<file path="src/rtl/gpio_port_pkg.sv">
// gpio_port_pkg: shared constants, types and helpers for the 32-line port.
// Assumes a fixed 32-line port; register bit (LINES-1-n) holds line n.
package gpio_port_pkg;
    localparam int GP_LINES = 32;

    localparam int OFF_DIR = 'h00;
    localparam int OFF_ODE = 'h04;
    localparam int OFF_DAT = 'h08;
    localparam int OFF_IBE = 'h18;

    typedef logic [GP_LINES-1:0] line_vec_t;

    // Convert between register bit order and line order (self-inverse).
    function automatic line_vec_t flip(input line_vec_t v);
        line_vec_t r;
        for (int i = 0; i < GP_LINES; i++) begin
            r[i] = v[GP_LINES-1-i];
        end
        return r;
    endfunction

    // Line mask of input-only lines: sel 1 = top cnt lines, sel 2 = bottom cnt lines.
    function automatic line_vec_t input_only_mask(input int sel, input int cnt);
        line_vec_t m;
        m = '0;
        for (int i = 0; i < GP_LINES; i++) begin
            if (sel == 1 && i >= GP_LINES - cnt) m[i] = 1'b1;
            if (sel == 2 && i < cnt)             m[i] = 1'b1;
        end
        return m;
    endfunction
endpackage

</file>
<file path="src/rtl/gpio_sync.sv">
// gpio_sync: multi-stage flop synchroniser for asynchronous pad inputs.
// Assumes each bit is an independent level; no bus coherency is implied.
module gpio_sync #(
    parameter int WIDTH  = 32,
    parameter int STAGES = 2
) (
    input  logic             clk,
    input  logic             rst_n,
    input  logic [WIDTH-1:0] d,
    output logic [WIDTH-1:0] q
);
    logic [WIDTH-1:0] stg [STAGES];

    for (genvar s = 0; s < STAGES; s++) begin : g_stage
        // One synchroniser stage, fed by the pad or the previous stage.
        always_ff @(posedge clk) begin
            if (!rst_n)      stg[s] <= '0;
            else if (s == 0) stg[s] <= d;
            else             stg[s] <= stg[(s == 0) ? 0 : s-1];
        end
    end

    assign q = stg[STAGES-1];
endmodule

</file>
<file path="src/rtl/gpio_regfile.sv">
// gpio_regfile: per-line configuration and shadow output registers.
// Assumes single-cycle writes with full-width data in register bit order;
// stores everything in line order. Input-only lines can never become outputs.
module gpio_regfile
    import gpio_port_pkg::*;
#(
    parameter int        ADDR_W  = 8,
    parameter line_vec_t RO_MASK = '0
) (
    input  logic              clk,
    input  logic              rst_n,
    input  logic              wr_en,
    input  logic [ADDR_W-1:0] wr_addr,
    input  logic [31:0]       wr_data,
    output line_vec_t         dir_q,
    output line_vec_t         ode_q,
    output line_vec_t         dout_q,
    output line_vec_t         ibe_q
);
    line_vec_t wr_lines;
    assign wr_lines = flip(wr_data);

    // Register update on a bus write; unmapped offsets fall through untouched.
    always_ff @(posedge clk) begin
        if (!rst_n) begin
            dir_q  <= '0;
            ode_q  <= '0;
            dout_q <= '0;
            ibe_q  <= '0;
        end else if (wr_en) begin
            if (wr_addr == ADDR_W'(OFF_DIR)) dir_q  <= wr_lines & ~RO_MASK;
            if (wr_addr == ADDR_W'(OFF_ODE)) ode_q  <= wr_lines;
            if (wr_addr == ADDR_W'(OFF_DAT)) dout_q <= wr_lines;
            if (wr_addr == ADDR_W'(OFF_IBE)) ibe_q  <= wr_lines;
        end
    end
endmodule

</file>
<file path="src/rtl/gpio_pad_ctrl.sv">
// gpio_pad_ctrl: per-line pad drive logic (push-pull or open-drain).
// Assumes line-indexed inputs; purely combinational.
module gpio_pad_ctrl
    import gpio_port_pkg::*;
(
    input  line_vec_t dir_q,
    input  line_vec_t ode_q,
    input  line_vec_t dout_q,
    output line_vec_t pad_out,
    output line_vec_t pad_oe
);
    for (genvar n = 0; n < GP_LINES; n++) begin : g_line
        // Open-drain lines only pull low; push-pull lines drive the data bit.
        assign pad_oe[n]  = dir_q[n] & ~(ode_q[n] & dout_q[n]);
        assign pad_out[n] = dout_q[n] & ~ode_q[n];
    end
endmodule

</file>
<file path="src/rtl/gpio_rdmux.sv">
// gpio_rdmux: combinational read-data selection in register bit order.
// Assumes samp_q is the synchronised sampled pad level per line.
module gpio_rdmux
    import gpio_port_pkg::*;
#(
    parameter int ADDR_W = 8
) (
    input  logic [ADDR_W-1:0] rd_addr,
    input  line_vec_t         dir_q,
    input  line_vec_t         ode_q,
    input  line_vec_t         dout_q,
    input  line_vec_t         ibe_q,
    input  line_vec_t         samp_q,
    output logic [31:0]       rd_data
);
    line_vec_t data_lines;

    // Outputs read their shadow value; inputs read the gated sample.
    always_comb begin
        data_lines = (dir_q & dout_q) | (~dir_q & ibe_q & samp_q);
    end

    // Address decode; unmapped offsets read zero.
    always_comb begin
        rd_data = '0;
        if (rd_addr == ADDR_W'(OFF_DIR)) rd_data = flip(dir_q);
        if (rd_addr == ADDR_W'(OFF_ODE)) rd_data = flip(ode_q);
        if (rd_addr == ADDR_W'(OFF_DAT)) rd_data = flip(data_lines);
        if (rd_addr == ADDR_W'(OFF_IBE)) rd_data = flip(ibe_q);
    end
endmodule

</file>
<file path="src/rtl/gpio_port32.sv">
// gpio_port32: register-mapped 32-line GPIO port.
// Assumes a single-cycle register bus and asynchronous pad inputs. Line n sits
// at register bit 31-n. INPUT_ONLY_SEL picks which end (if any) has
// INPUT_ONLY_CNT input-only lines.
module gpio_port32
    import gpio_port_pkg::*;
#(
    parameter int ADDR_W         = 8,
    parameter int SYNC_STAGES    = 2,
    parameter int INPUT_ONLY_SEL = 0,
    parameter int INPUT_ONLY_CNT = 4
) (
    input  logic              clk,
    input  logic              rst_n,
    input  logic [ADDR_W-1:0] bus_addr,
    input  logic              bus_we,
    input  logic [31:0]       bus_wdata,
    output logic [31:0]       bus_rdata,
    input  logic [31:0]       pad_in,
    output logic [31:0]       pad_out,
    output logic [31:0]       pad_oe
);
    localparam line_vec_t RO_MASK = input_only_mask(INPUT_ONLY_SEL, INPUT_ONLY_CNT);

    line_vec_t dir_q, ode_q, dout_q, ibe_q;
    line_vec_t pad_sync, samp_q;

    gpio_regfile #(.ADDR_W(ADDR_W), .RO_MASK(RO_MASK)) u_regs (
        .clk     (clk),
        .rst_n   (rst_n),
        .wr_en   (bus_we),
        .wr_addr (bus_addr),
        .wr_data (bus_wdata),
        .dir_q   (dir_q),
        .ode_q   (ode_q),
        .dout_q  (dout_q),
        .ibe_q   (ibe_q)
    );

    gpio_sync #(.WIDTH(GP_LINES), .STAGES(SYNC_STAGES)) u_sync (
        .clk   (clk),
        .rst_n (rst_n),
        .d     (pad_in),
        .q     (pad_sync)
    );

    // Sample synchronised pads into the data register, only through enabled buffers.
    always_ff @(posedge clk) begin
        if (!rst_n) samp_q <= '0;
        else        samp_q <= pad_sync & ibe_q;
    end

    gpio_pad_ctrl u_pads (
        .dir_q   (dir_q),
        .ode_q   (ode_q),
        .dout_q  (dout_q),
        .pad_out (pad_out),
        .pad_oe  (pad_oe)
    );

    gpio_rdmux #(.ADDR_W(ADDR_W)) u_rd (
        .rd_addr (bus_addr),
        .dir_q   (dir_q),
        .ode_q   (ode_q),
        .dout_q  (dout_q),
        .ibe_q   (ibe_q),
        .samp_q  (samp_q),
        .rd_data (bus_rdata)
    );
endmodule

</file>
<file path="config.mk">
export PLATFORM = sky130hd
export DESIGN_NAME = gpio_port32
export DESIGN_NICKNAME = d
export VERILOG_FILES = /design/src/rtl/gpio_port_pkg.sv /design/src/rtl/gpio_sync.sv /design/src/rtl/gpio_regfile.sv /design/src/rtl/gpio_pad_ctrl.sv /design/src/rtl/gpio_rdmux.sv /design/src/rtl/gpio_port32.sv
export SDC_FILE = /design/constraint.sdc
export NUM_CORES = 1
export LEC_CHECK = 0
export CAP_MARGIN = 30
export CELL_PAD_IN_SITES_DETAIL_PLACEMENT = 0
export CELL_PAD_IN_SITES_GLOBAL_PLACEMENT = 2
export CORE_ASPECT_RATIO = 1.75
export CORE_MARGIN = 2
export CORE_UTILIZATION = 34
export CTS_CLUSTER_DIAMETER = 60
export DETAILED_ROUTE_END_ITERATION = 8
export HOLD_SLACK_MARGIN = 0.08
export PLACE_DENSITY = 0.87
export SYNTH_ARGS = -nofsm -noshare
export SYNTH_HDL_FRONTEND = slang
export SYNTH_SLANG_ARGS = --single-unit
</file>
<file path="constraint.sdc">
create_clock -name clk -period 4.45 [get_ports clk]
set_clock_uncertainty 0.05 [all_clocks]
set_input_delay 0.445 -clock clk [delete_from_list [all_inputs] [get_ports clk]]
set_output_delay 0.445 -clock clk [all_outputs]
set_load 0.02 [all_outputs]
</file>
# After elaboration in Yosys (flattened, before gate mapping)
# Memory sizes are Yosys's and may differ from the RTL's.
# Index checks and enable logic that the tools add are counted.
[totals] memories=1 out_inout_bits=96 input_bits=75 regBits=160 ram_bits=64 word_cells=190
[classes] reduce_logical=5 muxes=8 bitwise=168 eq_ne=3
[memory_table] name="u_sync.stg" words=2 word_bits=32 rd=2 rd_clocked_by_memory_dff=0 write_ports=2 line_no="gpio_sync.sv:12" text="logic [WIDTH-1:0] stg [STAGES];"
[ops] op="$mux 32" count=6
[ops] op="$and 32x32->32" count=4
[ops] op="$and 1x1->1" count=96
[ops] op="$not 1->1" count=64
[ops] op="$not 32->32" count=1
[ops] op="$or 32x32->32" count=1
[ops] op="$eq 8x3->1 const B" count=1
[ops] op="$eq 8x4->1 const B" count=1
[ops] op="$eq 8x5->1 const B" count=1
[ops] op="$logic_not 8->1" count=1
[ops] op="$reduce_and 2->1" count=4
[ops] op="$mux 1" count=2
[ops] op="$or 1x1->1" count=2

# Longest topological paths before layout
# Gate-level depths: netlist of the first run.
[logic_depth] ltp_word=6 ltp_mapped=6

# Modules after synthesis
# From an unflattened synthesis of the first run, not the netlist that was laid out.
[hier_totals] hier_cells=938 area_unflattened_um2=9298.9
[modules_own_cells] mod="gpio_regfile" cells_per_inst=454 area_per_inst_um2=4707.0 instances=1
[modules_own_cells] mod="gpio_sync" cells_per_inst=134 area_per_inst_um2=1791.7 instances=1
[modules_own_cells] mod="gpio_rdmux" cells_per_inst=219 area_per_inst_um2=1387.6 instances=1
[modules_own_cells] mod="gpio_port32" cells_per_inst=67 area_per_inst_um2=892.1 instances=1
[modules_own_cells] mod="gpio_pad_ctrl" cells_per_inst=64 area_per_inst_um2=520.5 instances=1

# Least setup slack after synthesis of the first run
# OpenSTA, ideal clock, no wires.
[synth_timing] path_type="input port to output port" from="in bus_addr[2]" to="out bus_rdata[10]" setup_slack_ns=2.182 path_stages=6 arrival_time_ns=1.773 n_path_buf=3 required_ns=3.955 path_cell_list="buf_2 > nor4b_4 > and3_1 > clkbuf_1 > buf_2 > a32o_1"
[synth_between] elab_chain_cells=5 elab_cells_between_ends=8 classes_between="3 x eq/ne; 4 x mux; 1 x reduce/logical"
[synth_lines] item="start, declared" line_no="gpio_port32.sv:15" text="input logic [ADDR_W-1:0] bus_addr,"
[synth_lines] item="$logic_not 8->1" line_no="gpio_rdmux.sv:26" text="if (rd_addr == ADDR_W'(OFF_DIR)) rd_data = flip(dir_q);"
[synth_lines] item="$mux 32" line_no="gpio_rdmux.sv:26"
[synth_lines] item="$mux 32" line_no="gpio_rdmux.sv:27" text="if (rd_addr == ADDR_W'(OFF_ODE)) rd_data = flip(ode_q);"
[synth_lines] item="$mux 32" line_no="gpio_rdmux.sv:28" text="if (rd_addr == ADDR_W'(OFF_DAT)) rd_data = flip(data_lines);"
[synth_lines] item="$mux 32 (*)" line_no="gpio_rdmux.sv:29" text="if (rd_addr == ADDR_W'(OFF_IBE)) rd_data = flip(ibe_q);"
[synth_lines] item="end, declared" line_no="gpio_port32.sv:18" text="output logic [31:0] bus_rdata,"
# Every way passes the cells marked *; elsewhere a longest branch is shown, timed or not.

# Final worst setup path of the first run
[layout_timing] from="in bus_addr[5]" to="out bus_rdata[20]"
# The elaborated chain is that of the path after synthesis.

==> results of run 1 <==
## per-layer routing
metal | share of wire | track usage
met1 | 0.42 | 0.217
met2 | 0.52 | 0.330
met3 | 0.037 | 0.0239
met4 | 0.026 | 0.0656
met5 | 0 | 0
## critical path: cells and delay by family
family	cells	cell delay, ps
AOI/OAI and AO/OA	1	240
buffers and inverters	4	1470
and+or+nand+nor	2	760
## registers in the layout, summed over array words and instances (netlist names)
| register | flops |
|---|---|
| u_sync.stg | 64 |
| samp_q | 32 |
| u_regs.dir_q | 32 |
| u_regs.dout_q | 32 |
| u_regs.ode_q | 32 |
| u_regs.ibe_q | 32 |
## how the worst max path moves through the flow
stage,from,end,cells past startpoint
global route,bus_addr[5],bus_rdata[20],7
detailed placement,bus_addr[5],bus_rdata[20],7
global placement,bus_addr[5],bus_rdata[20],7
finish,bus_addr[5],bus_rdata[20],7
CTS,bus_addr[5],bus_rdata[20],7
floorplan,bus_addr[2],bus_rdata[10],6
## synthesized netlist by cell type
cell / n / area, sq um
dfxtp_1: 224 / 4480
nand2_1: 224 / 841
mux2i_1: 128 / 1280
and2_1: 65 / 407
clkbuf_1: 43 / 161
nor2_1: 36 / 135
nor2b_1: 34 / 213
and3_1: 33 / 206
a21boi_0: 32 / 240
a32o_1: 32 / 320
o211ai_1: 32 / 240
o2bb2ai_1: 32 / 280
buf_2: 20 / 100
nand4_1: 4 / 25.0
nor4_1: 1 / 6.26
nor4b_4: 1 / 23.8
## cell type report
class | instances | area (sq um)
Clock inverter | 11 | 143
Multi-Input combinational cell | 654 | 4230
Tap cell | 320 | 400
Timing Repair Buffer | 189 | 1870
Fill cell | 2527 | 14200
Sequential cell | 224 | 4480
Clock buffer | 29 | 628
## metrics by stage
| step | setup slack, ps | cells | instance area, sq um | power, mW |
|---|---|---|---|---|
| 2_1_floorplan | 2180 | 941 | 8960 | 2.18 |
| 3_3_place_gp | 1010 | 1387 | 11000 | 2.30 |
| 3_5_place_dp | 1020 | 1387 | 11000 | 2.30 |
| 4_1_cts | 1010 | 1427 | 11800 | 4.30 |
| 5_1_grt | 927 | 1427 | 11800 | 4.39 |
| 6_report | 1010 | 1427 | 11800 | 4.23 |
## cells by family after synthesis
group / count (synthesis)
AO/OA/AOI/OAI: 128
buffers and inverters: 63
flip-flops: 224
multiplexers: 128
AND/OR/NAND/NOR: 398
## power by group through the flow
stage	logic, mW	clock network, mW	registers, mW
floorplan	0.102	0	2.08
global placement	0.212	0	2.08
detailed placement	0.213	0	2.08
CTS	0.214	2.05	2.04
global route	0.231	2.12	2.04
finish	0.210	1.98	2.04
==> summary.txt, run 1 <==
Hold path depth - 1
Die X - 127 um
Worst-Skew Late Latency - 520 ps
Pin count of the biggest net entering global routing - 117
Worst slew margin - 0.526
Hold-fix buffers, CTS - 0
Synth Register Bits - 224
Run status - complete, no violations
Syn. warnings - 0
I/O Buffers - 170
Die H - 219 um
Fin. max-slew vios - 0
Crit-path cells - clkdlybuf4s50_1 > nor4_1 > buf_4 > and2_2 > buf_12 > a32o_1 > clkdlybuf4s50_1
Clock sink count - 224
Top achievable clock speed - 291 MHz
Adder-cell share of the synthesized area - 0
Req. time, crit path - 3950 ps
Clock transition at path regs - 70 ps
LEAKAGE - 5.13 nW
Hold Path End - u_sync.stg[1][1]$_SDFF_PN0_
Hold_ws - 372 ps
Crit path launch type - primary input
Avg WL per Cell - 17.8 um
Post-CTS sizing - 0
Internal power - 3.30 mW
Synth cell types - 16
Crit-path most repeated cell - clkdlybuf4s50_1
Final ANT Viol Nets - 0
Fin crit period - 3440 ps
Pwr per Cell Area - 360 nW/um^2
Worst slew pin tran - 711 ps
Vias in the first global route - 7131
CTS H-tree lvls - 1
Crit path DAT - 2940 ps
Critical path capture point type - primary output
Dpl hpwl - 16.6 mm
Most frequent cells in the layout - 224 x nand2_1, 224 x dfxtp_1, 167 x clkdlybuf4s50_1
Final setup TNS - 0 ps
Combinational power share - 0.050
CTS tree - yes
TritonCTS Buffers - 23
First-pass GRT wire length - 39.3 mm
Global route overflow - 0
Syn avg cell area - 9.53 sq um
1st-iter DRT viols - 352
DRC viols - 0
Sequential-to-total area share from yosys stat - 0.500
Gpl congestion - 0.727
RSZ-0062 raised after global routing - false
Flop-to-flop setup slack - 3700 ps
RR Endpoint - u_regs.dir_q[17]$_SDFFE_PN0P_
Post-Synth Simple-Gate Area - 0.207
Share of post-route cells with drive strength above 1 - 0.0569
Top-level I/O count - 171
Reg-to-reg critical path startpoint - u_regs.dir_q[17]$_SDFFE_PN0P_
Core ar. - 26000 sq um
Largest family of logic cells by synthesized area - simple AND/OR/NAND/NOR gates
HP Start - u_sync.stg[0][1]$_SDFF_PN0_
Final Hold Vio Count - 0
Area Growth Syn to Fin - 31.2%
Nets - 1167
Final WL - 25.4 mm
Clock share of power - 0.468
Synth Instances - 941
Number of diodes - 0
Mapped Nets - 1016
Worst Reg-to-Reg Cells - 2
Antenna violations before repair - 0
Mapped Area - 8960 sq um
Peak VDD IR - 226 uV
P_sw - 0.926 mW
Post-CTS Setup Inserts - 0
Xor and xnor area share after synthesis - 0
Final setup violation count - 0
Compound-gate portion of the synthesized area - 0.121
Routed vias - 7099
Period utilization - 0.772
Area of the die - 27700 sq um
Gr usage total - 0.181
Worst-case clock buffer depth - 3
Clock Tree Root - clkbuf_16
Crit Path Class - in -> out
Mux share of post-synthesis cell area - 0.143
CP max FO - 18
Sequential Power Share - 0.482
Utilization after layout - 0.453
Max-cap violations - 0
Switching Share - 0.219
Starting density of the core - 0.345
Drt first pass iters - 4
Vias per cell - 4.97
Critical Path Max Stage Delay - 620 ps
Slowest CP cell - clkdlybuf4s50_1
Rows - 78
Hold Path Class - reg -> reg
Power figures use the tool's default switching activity.
==> inputs of run 2 (changes only) <==
--- a/config.mk
+++ b/config.mk
@@ -10,11 +10,11 @@
 export CELL_PAD_IN_SITES_GLOBAL_PLACEMENT = 2
 export CORE_ASPECT_RATIO = 1.75
 export CORE_MARGIN = 2
-export CORE_UTILIZATION = 34
+export CORE_UTILIZATION = 29
 export CTS_CLUSTER_DIAMETER = 60
 export DETAILED_ROUTE_END_ITERATION = 8
 export HOLD_SLACK_MARGIN = 0.08
-export PLACE_DENSITY = 0.87
+export PLACE_DENSITY = 0.79
 export SYNTH_ARGS = -nofsm -noshare
 export SYNTH_HDL_FRONTEND = slang
 export SYNTH_SLANG_ARGS = --single-unit
==> constraint.sdc (replaced) <==
create_clock -name clk -period 3.1 [get_ports clk]
set_clock_uncertainty 0.05 [all_clocks]
set_input_delay 0.31 -clock clk [delete_from_list [all_inputs] [get_ports clk]]
set_output_delay 0.31 -clock clk [all_outputs]
set_load 0.02 [all_outputs]
==> summary.txt, run 2 (same netlist as run 1, synthesis figures left out) <==
Run status - complete, no violations
Period utilization - 0.968
Die X - 137 um
Avg WL per Cell - 18.1 um
Core ar. - 30600 sq um
Top-level I/O count - 171
Starting density of the core - 0.293
Hold Path Class - in -> reg
Clock sink count - 224
Die H - 237 um
Max-cap violations - 0
CTS tree - yes
Most frequent cells in the layout - 224 x nand2_1, 224 x dfxtp_1, 167 x clkdlybuf4s50_1
Fin crit period - 3000 ps
1st-iter DRT viols - 307
Clock Tree Root - clkbuf_16
Area Growth Syn to Fin - 33.2%
Worst slew pin tran - 742 ps
Largest register FFs - 64
DRC viols - 0
Final ANT Viol Nets - 0
Pin count of the biggest net entering global routing - 78
Clock transition at path regs - 60 ps
Routed vias - 7199
Biggest register - u_sync.stg
Critical path capture point type - primary output
Req. time, crit path - 2740 ps
Final Hold Vio Count - 0
Fin. max-slew vios - 0
Top achievable clock speed - 333 MHz
Worst-case clock buffer depth - 3
Global route overflow - 0
Area of the multi-input gates - 4230 sq um
Post-CTS sizing - 0
Worst-Skew Late Latency - 510 ps
Rows - 85
LEAKAGE - 5.17 nW
Final WL - 27.2 mm
Final setup TNS - 0 ps
Gpl congestion - 0.783
Dpl hpwl - 18.2 mm
Pwr per Cell Area - 519 nW/um^2
Drt first pass iters - 4
RSZ-0062 raised after global routing - false
TritonCTS Buffers - 23
CTS H-tree lvls - 1
Antenna violations before repair - 0
Crit Path Class - in -> out
Hold-fix buffers, CTS - 0
First-pass GRT wire length - 41.5 mm
Final setup violation count - 0
Gr usage total - 0.167
Crit path launch type - primary input
Share of post-route cells with drive strength above 1 - 0.0613
# fillers - 3114
FF/Latch Area - 4480 sq um
Peak VDD IR - 373 uV
Vias per cell - 4.80
Pwr Total - 6.20 mW
Crit path DAT - 2640 ps
Number of diodes - 0
I/O Buffers - 170
Vias in the first global route - 7306
Worst slew margin - 0.505
Nets - 1168
Area of the die - 32400 sq um
Post-CTS Setup Inserts - 0
CP max FO - 15
-- run 2: final timing paths --
path	end	depth (start not counted)	from	slack [ps]
min reg2reg	u_sync.stg[1][6]$_SDFF_PN0_	1	u_sync.stg[0][6]$_SDFF_PN0_	380
min	u_regs.dout_q[1]$_SDFFE_PN0P_	3	rst_n	220
max reg2reg	u_regs.ibe_q[3]$_SDFFE_PN0P_	2	u_regs.ibe_q[3]$_SDFFE_PN0P_	2340
max	bus_rdata[18]	6	bus_addr[5]	100
-- run 2: where the power goes --
group          leakage [nW]  total [mW]  switching [mW]  internal, mW
clock network         0.390        2.96            1.19          1.77
registers              1.82        2.93         0.00973          2.92
logic                  2.96       0.316           0.167         0.149
total                  5.17        6.20            1.37          4.83
-- run 2: metal layers --
metal | track usage | wire length [um] | vias to the layer above
met5 | 0 | 0 | -
met4 | 0.0719 | 1050 | 0
met3 | 0.0188 | 1250 | 52
met2 | 0.313 | 14500 | 215
met1 | 0.187 | 10400 | 3392
li1 | - | - | 3540
-- run 2: area by class of cell --
class	instances	area share
Sequential cell	224	0.376
Multi-Input combinational cell	654	0.354
Timing Repair Buffer	190	0.162
Clock buffer	26	0.0517
Tap cell	391	0.0410
Clock inverter	15	0.0158
-- run 2: per-stage QoR --
step / hold slack, ps / setup WS (ps) / cell area (sq um) / utilization / instances
3_5_place_dp: 363 / 99.6 / 11100 / 0.363 / 1459
3_3_place_gp: 364 / 102 / 11100 / 0.363 / 1459
2_1_floorplan: 356 / 1100 / 8960 / - / 941
5_1_grt: 268 / 1.76 / 11900 / 0.390 / 1500
6_report: 224 / 100 / 11900 / 0.390 / 1500
4_1_cts: 225 / 99.3 / 11900 / 0.390 / 1500
-- run 2: critical path, cell delays in order --
cell and delay (ps):
clkdlybuf4s50_1 440, nor4_1 480, and2_2 270, buf_4 250, a32o_1 250, clkdlybuf4s50_1 620
==> inputs of run 3 (changes only) <==
--- a/config.mk
+++ b/config.mk
@@ -10,11 +10,12 @@
 export CELL_PAD_IN_SITES_GLOBAL_PLACEMENT = 2
 export CORE_ASPECT_RATIO = 1.75
 export CORE_MARGIN = 2
-export CORE_UTILIZATION = 29
+export CORE_UTILIZATION = 34
 export CTS_CLUSTER_DIAMETER = 60
 export DETAILED_ROUTE_END_ITERATION = 8
 export HOLD_SLACK_MARGIN = 0.08
-export PLACE_DENSITY = 0.79
+export PLACE_DENSITY = 0.87
+export REMOVE_ABC_BUFFERS = 1
 export SYNTH_ARGS = -nofsm -noshare
 export SYNTH_HDL_FRONTEND = slang
 export SYNTH_SLANG_ARGS = --single-unit
==> constraint.sdc (replaced) <==
create_clock -name clk -period 3.5 [get_ports clk]
set_clock_uncertainty 0.05 [all_clocks]
set_input_delay 0.35 -clock clk [delete_from_list [all_inputs] [get_ports clk]]
set_output_delay 0.35 -clock clk [all_outputs]
set_load 0.02 [all_outputs]
==> summary.txt, run 3 (same netlist as run 1, synthesis figures left out) <==
CTS H-tree lvls - 1
Pwr per Cell Area - 442 nW/um^2
Period utilization - 0.885
HP Start - rst_n
RSZ-0062 raised after global routing - false
Largest register FFs - 64
CTS tree - yes
Worst slew pin tran - 754 ps
Nets - 1165
Final ANT Viol Nets - 0
Die H - 219 um
Clock Tree Root - clkbuf_16
Peak VDD IR - 320 uV
Cells after DPL - 1386
Die X - 127 um
First-pass GRT wire length - 39.4 mm
Dpl hpwl - 16.6 mm
Clock transition at path regs - 60 ps
Most frequent cells in the layout - 224 x nand2_1, 224 x dfxtp_1, 167 x clkdlybuf4s50_1
Pin count of the biggest net entering global routing - 104
Fin crit period - 3100 ps
Drt first pass iters - 4
Post-CTS sizing - 0
TritonCTS Buffers - 22
Setup crit start - bus_addr[1]
Avg WL per Cell - 17.6 um
DRC viols - 0
Run status - complete, no violations
Post-CTS Setup Inserts - 0
Vias in the first global route - 7209
Starting density of the core - 0.345
Fin. max-slew vios - 0
LEAKAGE - 5.10 nW
Max-cap violations - 0
Hold Path Class - in -> reg
Utilization after layout - 0.451
Top Metal Used - met4
Final Hold Vio Count - 0
Crit path launch type - primary input
CP max FO - 21
Worst Setup Slack post-DPL - 404 ps
Worst slew margin - 0.497
Gr usage total - 0.179
Final WS setup - 402 ps
Hold-fix buffers, CTS - 0
Area Growth Syn to Fin - 30.7%
Crit path DAT - 2700 ps
Critical path capture point type - primary output
Req. time, crit path - 3100 ps
Final WL - 25.1 mm
Gpl congestion - 0.761
Pwr Total - 5.18 mW
Global route overflow - 0
I/O Buffers - 170
Hold_ws - 328 ps
Flop-to-flop setup slack - 2730 ps
Crit Path Class - in -> out
Worst-case clock buffer depth - 3
1st-iter DRT viols - 309
Top-level I/O count - 171
Worst-Skew Late Latency - 500 ps
Met2 WL post-DR - 13.5 mm
Top achievable clock speed - 323 MHz
Antenna violations before repair - 0
Met1 WL - 10.1 mm
Reg-to-reg critical path startpoint - u_regs.dir_q[22]$_SDFFE_PN0P_
Met3 WL - 862 um
# fillers - 2476
Clock sink count - 224
Routed vias - 7157
Number of diodes - 0
Area of the die - 27700 sq um
Vias per cell - 5.02
Share of post-route cells with drive strength above 1 - 0.0507
Core ar. - 26000 sq um
Final cell count without fillers - 1425
Biggest register - u_sync.stg
Rows - 78
Final setup violation count - 0
run 3: cell types whose count changed in the layout (fill, tap and decap cells not counted), sizes merged:
cell | before | now
buf | 23 | 21
bufinv | 4 | 1
clkbuf | 26 | 34
clkinv | 7 | 3
clkinvlp | 4 | 1
run 3: final timing paths:
path                              endpoint  depth (start not counted)
min reg2reg   u_sync.stg[1][12]$_SDFF_PN0_                          1
max                          bus_rdata[13]                          6
max reg2reg  u_regs.dir_q[22]$_SDFFE_PN0P_                          2
min          u_regs.dout_q[8]$_SDFFE_PN0P_                          3
run 3: power by group:
| group | total, mW | internal (mW) | switching, mW | leakage [nW] |
|---|---|---|---|---|
| registers | 2.59 | 2.58 | 0.00823 | 1.82 |
| logic | 0.277 | 0.131 | 0.146 | 2.94 |
| clock network | 2.31 | 1.34 | 0.968 | 0.340 |
| total | 5.18 | 4.06 | 1.12 | 5.10 |
run 3: area by class of cell:
cell class	count	area, sq um	area share
Multi-Input combinational cell	654	4230	0.361
Tap cell	320	400	0.0342
Sequential cell	224	4480	0.383
Clock buffer	34	647	0.0552
Timing Repair Buffer	188	1900	0.162
Clock inverter	5	52.6	0.00449
run 3: critical path, cell delays in order:
cell             delay (ps)
clkdlybuf4s50_1         460
nor4b_4                 350
and3_2                  500
buf_12                  240
a32o_1                  150
clkdlybuf4s50_1         620
run 3: through the flow:
stage                     instance area [sq um]  setup TNS, ps
after floorplan                            8700          -7610
after global routing                      11700              0
after global placement                    11000              0
final                                     11700              0
after detailed placement                  11000              0
after CTS                                 11700              0
run 3: layer usage:
layer | vias up | global-route usage
met1 | 3401 | 0.208
met3 | 41 | 0.0207
met4 | 0 | 0.0626
met2 | 173 | 0.336
met5 | - | 0
li1 | 3542 | -
